<file path="src/rtl/pci_pkg.sv">
package pci_pkg;
  localparam int unsigned DEF_PORT_W    = 8;
  localparam int unsigned DEF_NUM_PORTS = 2;
endpackage

</file>
<file path="src/rtl/pci_mismatch.sv">
module pci_mismatch #(
  parameter int unsigned PORT_W = 8
) (
  input  logic [PORT_W-1:0] pin_i,
  input  logic [PORT_W-1:0] snap_i,
  input  logic [PORT_W-1:0] dir_i,
  output logic [PORT_W-1:0] diff_o
);
  // only input-direction pins may differ
  always_comb diff_o = (pin_i ^ snap_i) & dir_i;
endmodule

</file>
<file path="src/rtl/pci_port_flag.sv">
module pci_port_flag #(
  parameter int unsigned PORT_W = 8
) (
  input  logic              clk_i,
  input  logic              rst_ni,
  input  logic [PORT_W-1:0] diff_i,
  input  logic              clr_i,
  output logic              pend_o
);
  // acked_q: differing bits already acknowledged by the last clear
  logic [PORT_W-1:0] acked_q, acked_d;
  logic              pend_q, pend_d;

  always_comb begin
    if (clr_i) begin
      acked_d = diff_i;
      pend_d  = 1'b0;
    end else begin
      // bits that returned leave the acked set so a later change refires
      acked_d = acked_q & diff_i;
      pend_d  = |(diff_i & ~acked_q);
    end
  end

  always_ff @(posedge clk_i or negedge rst_ni) begin
    if (!rst_ni) begin
      acked_q <= '0;
      pend_q  <= 1'b0;
    end else begin
      acked_q <= acked_d;
      pend_q  <= pend_d;
    end
  end

  assign pend_o = pend_q;
endmodule

</file>
<file path="src/rtl/pci_irq_merge.sv">
module pci_irq_merge #(
  parameter int unsigned NUM_PORTS = 2
) (
  input  logic [NUM_PORTS-1:0] pend_i,
  output logic                 irq_o
);
  always_comb irq_o = |pend_i;
endmodule

</file>
<file path="src/rtl/pin_change_irq.sv">
module pin_change_irq #(
  parameter int unsigned PORT_W    = pci_pkg::DEF_PORT_W,
  parameter int unsigned NUM_PORTS = pci_pkg::DEF_NUM_PORTS,
  localparam int unsigned PIN_W    = PORT_W * NUM_PORTS
) (
  input  logic                 clk_i,
  input  logic                 rst_ni,
  input  logic [PIN_W-1:0]     pin_lvl_i,
  input  logic [PIN_W-1:0]     in_snap_i,
  input  logic [PIN_W-1:0]     dir_in_i,
  input  logic [NUM_PORTS-1:0] port_rd_ack_i,
  input  logic                 bus_stop_i,
  output logic                 irq_pull_o
);
  logic [NUM_PORTS-1:0] pend;

  for (genvar p = 0; p < NUM_PORTS; p++) begin : g_port
    logic [PORT_W-1:0] diff;
    logic              clr;

    pci_mismatch #(.PORT_W(PORT_W)) u_mm (
      .pin_i  (pin_lvl_i[p*PORT_W +: PORT_W]),
      .snap_i (in_snap_i[p*PORT_W +: PORT_W]),
      .dir_i  (dir_in_i[p*PORT_W +: PORT_W]),
      .diff_o (diff)
    );

    assign clr = port_rd_ack_i[p] | bus_stop_i;

    pci_port_flag #(.PORT_W(PORT_W)) u_flag (
      .clk_i  (clk_i),
      .rst_ni (rst_ni),
      .diff_i (diff),
      .clr_i  (clr),
      .pend_o (pend[p])
    );
  end

  pci_irq_merge #(.NUM_PORTS(NUM_PORTS)) u_merge (
    .pend_i (pend),
    .irq_o  (irq_pull_o)
  );
endmodule

</file>
<file path="config.mk">
export PLATFORM = sky130hd
export DESIGN_NAME = pin_change_irq
export DESIGN_NICKNAME = d
export VERILOG_FILES = /design/src/rtl/pci_pkg.sv /design/src/rtl/pci_mismatch.sv /design/src/rtl/pci_port_flag.sv /design/src/rtl/pci_irq_merge.sv /design/src/rtl/pin_change_irq.sv
export SDC_FILE = /design/constraint.sdc
export NUM_CORES = 1
export LEC_CHECK = 0
export ABC_AREA = 1
export BUFFER_PORTS_ARGS = -buffer_cell sky130_fd_sc_hd__buf_4
export CAP_MARGIN = 20
export CORE_AREA = 2 2 54 56
export CTS_CLUSTER_SIZE = 28
export DETAILED_ROUTE_END_ITERATION = 12
export DIE_AREA = 0 0 56 58
export MAX_ROUTING_LAYER = met4
export PLACE_DENSITY_LB_ADDON = 0.3
export SYNTH_ARGS = -nofsm -noshare
export SYNTH_HDL_FRONTEND = slang
export SYNTH_SLANG_ARGS = --single-unit
</file>
<file path="constraint.sdc">
create_clock -name clk_i -period 1 [get_ports clk_i]
set_clock_uncertainty 0.1 [all_clocks]
set_input_delay 0.2 -clock clk_i [delete_from_list [all_inputs] [get_ports clk_i]]
set_output_delay 0.2 -clock clk_i [all_outputs]
set_load 0.05 [all_outputs]
</file>
==> impl_metrics.toml <==
[outcome]
status = "complete, but fails checks"
failed_checks = "setup timing"

[worst_setup_path]
startpoint_type = "register"
rr_endpoint = "g_port[0].u_flag.pend_o"
rr_worst_depth = 5
critPathKind = "register to output port"
r2r_setup_slack_ns = 0.06
r2r-start = "g_port[0].u_flag.acked_q[6]"
cp-end-kind = "output port"
arrival_ns = 1.04
crit_required_ns = 0.70
critical_path.max_fanout = 1

[cells_and_area]
antenna_cells = 0
multiInputGateArea_um2 = 504
utilization_pct = 60.7
area_growth_pct = 42.3
ff_latch_area_um2 = 450
final_nets = 277
drive_gt1_share_pct = 35.6
fillers = 261
layout_common_cells = "buf_4, inv_1, nand2_1"
final_common_cell = "buf_4"

[power]
irDropWorstVdd_uv = 644
intPower_uw = 1160
power_frac_comb_pct = 29.7
switchingPower_uw = 446
switching_share_pct = 27.8
clkPwrFrac_pct = 21.1
p_leak_uw = 0.000947
seq_power_share_pct = 49.2
powerDensity_mw_per_mm2 = 995

[detailed_routing]
drcViolationCount = 0
ant_nets = 0
wl_per_cell_um = 8.59
drtIter0Drc = 39
vias = 1161
vias_per_cell = 4.59
postRouteWirelength_um = 2170
drtPass1Iterations = 4

[sta]
timing.final.crit_period_ns = 1.34
min_period_over_period_pct = 134
hold_violations = 0
slew_headroom_pct = 84.1
rsz0062_at_grt = "yes"
slew_viol_final = 0
worst_slew_pin_slew_ns = 0.238
whs_ns = 0.0648
finalSetupViolCount = 1
fmax_ghz = 0.747
setup_ws_ns = -0.339

[grt]
grt_max_degree = 19
antenna_found_initial = 0
overflow = 0
grt_pass1_wl_um = 3680
grtUsageTotal_pct = 14.7
grt_pass1_vias = 976

[floorplanning]
io_pins = 54
fp.dieArea_mm2 = 0.00325
core_area_mm2 = 0.00266
fp.dieH_um = 58
die_w_um = 56
rows = 19
start_util_pct = 42.6

[worst_hold_path]
hold-path-cell-count = 3
min_to = "g_port[1].u_flag.acked_q[7]"
hold_start = "dir_in_i[15]"
hp-class = "input pin to register"

[clocking]
numCtsBuffers = 3
cts_max_path_buffers = 2
clockRootBuffer = "clkbuf_4"
clkTransAtPathRegs_ns = 0.09
clock_sinks = 18
clk_latency_ns = 0.28
cts_setup_buffers = 0
cts_tree = "built"
htreeDepth = 1

[synth]
synth-seq-cells = 18
syn_area_per_cell_um2 = 6.88
synth.distinct_cells = 13
yosysWarnings = 0
synth_cells = 165
netlist_area_mm2 = 0.00113
seq_area_frac_synth_pct = 39.7
synth_fp_nets = 218

[placed_design]
dp_hpwl_um = 1840
io_buffers = 53
gp_congestion = 0.715

[run]
maxCapViolCount = 0
## cell type report
cell class              count  share of cell area [%]
clock buffers               3                    1.39
inverters                  50                    11.6
multi-input cells          97                    31.2
flip-flops and latches     18                    27.9
well taps                  31                    2.40
repair buffers             54                    25.5
## through the flow
stage | setup TNS, ns | instances | instance area (um2) | setup slack, ns | power, uW
floorplan | 0 | 165 | 1140 | 0.0487 | 1030
global placement | -0.0539 | 249 | 1570 | -0.0539 | 1260
detailed placement | -0.0538 | 249 | 1570 | -0.0538 | 1270
CTS | -0.352 | 253 | 1610 | -0.352 | 1630
global route | -0.379 | 253 | 1620 | -0.378 | 1720
finish | -0.339 | 253 | 1620 | -0.339 | 1610
## layer usage
layer / wire [um] / vias up / GRT usage, %
li1: - / 625 / -
met3: 123 / 4 / 2.46
met1: 934 / 504 / 17.8
met2: 1080 / 28 / 24.0
met5: 0 / - / -
met4: 35 / 0 / 7.14
## logic make-up (layout without fill, tap and decap cells)
| kind of cell | after synthesis | after routing | share of synthesized area (%) |
|---|---|---|---|
| and+or+nand+nor | 79 | 79 | 35.2 |
| DFF | 18 | 18 | 39.7 |
| buffers and inverters | 50 | 107 | 16.5 |
| AOI/OAI and AO/OA | 18 | 18 | 8.60 |
## Yosys cell counts, drive strengths merged
library cell,number,area [um2]
inv,50,188
nand2,40,163
a21oi,18,97.6
dfrtp,18,450
nand3,16,80.1
nand4,16,113
nor2,6,37.5
or2,1,6.26
## worst max-delay path: stages (launching register included)
cell and delay [ns]:
dfrtp_1 0.37, or2_4 0.24, buf_6 0.15
## power by group through the flow
stage / sequential, uW / combinational [uW] / clock [uW]
3_5_place_dp: 804 / 470 / 0
5_1_grt: 796 / 542 / 380
4_1_cts: 789 / 478 / 360
6_report: 791 / 477 / 339
3_3_place_gp: 803 / 462 / 0
2_1_floorplan: 802 / 232 / 0
## worst max path at each step
stage / cells after the start / to / start / slack, ns
after detailed placement: 2 / irq_pull_o / g_port[1].u_flag.pend_o / -0.05
after global placement: 2 / irq_pull_o / g_port[1].u_flag.pend_o / -0.05
final: 2 / irq_pull_o / g_port[1].u_flag.pend_o / -0.34
after CTS: 2 / irq_pull_o / g_port[1].u_flag.pend_o / -0.35
after floorplan: 1 / irq_pull_o / g_port[1].u_flag.pend_o / 0.05
after global routing: 2 / irq_pull_o / g_port[1].u_flag.pend_o / -0.38
## registers in the layout, summed over array words and instances (netlist names)
register and cells:
g_port.u_flag.acked_q 16, g_port.u_flag.pend_o 2
## timing repair
item	CTS	global route
hold endpoints to repair	18	0
setup endpoints to repair	1	3
resized for setup	1	6
gates cloned	0	0
pin swaps	0	13
hold buffers	1	0
No activity file was read; power rests on OpenSTA's default activity.
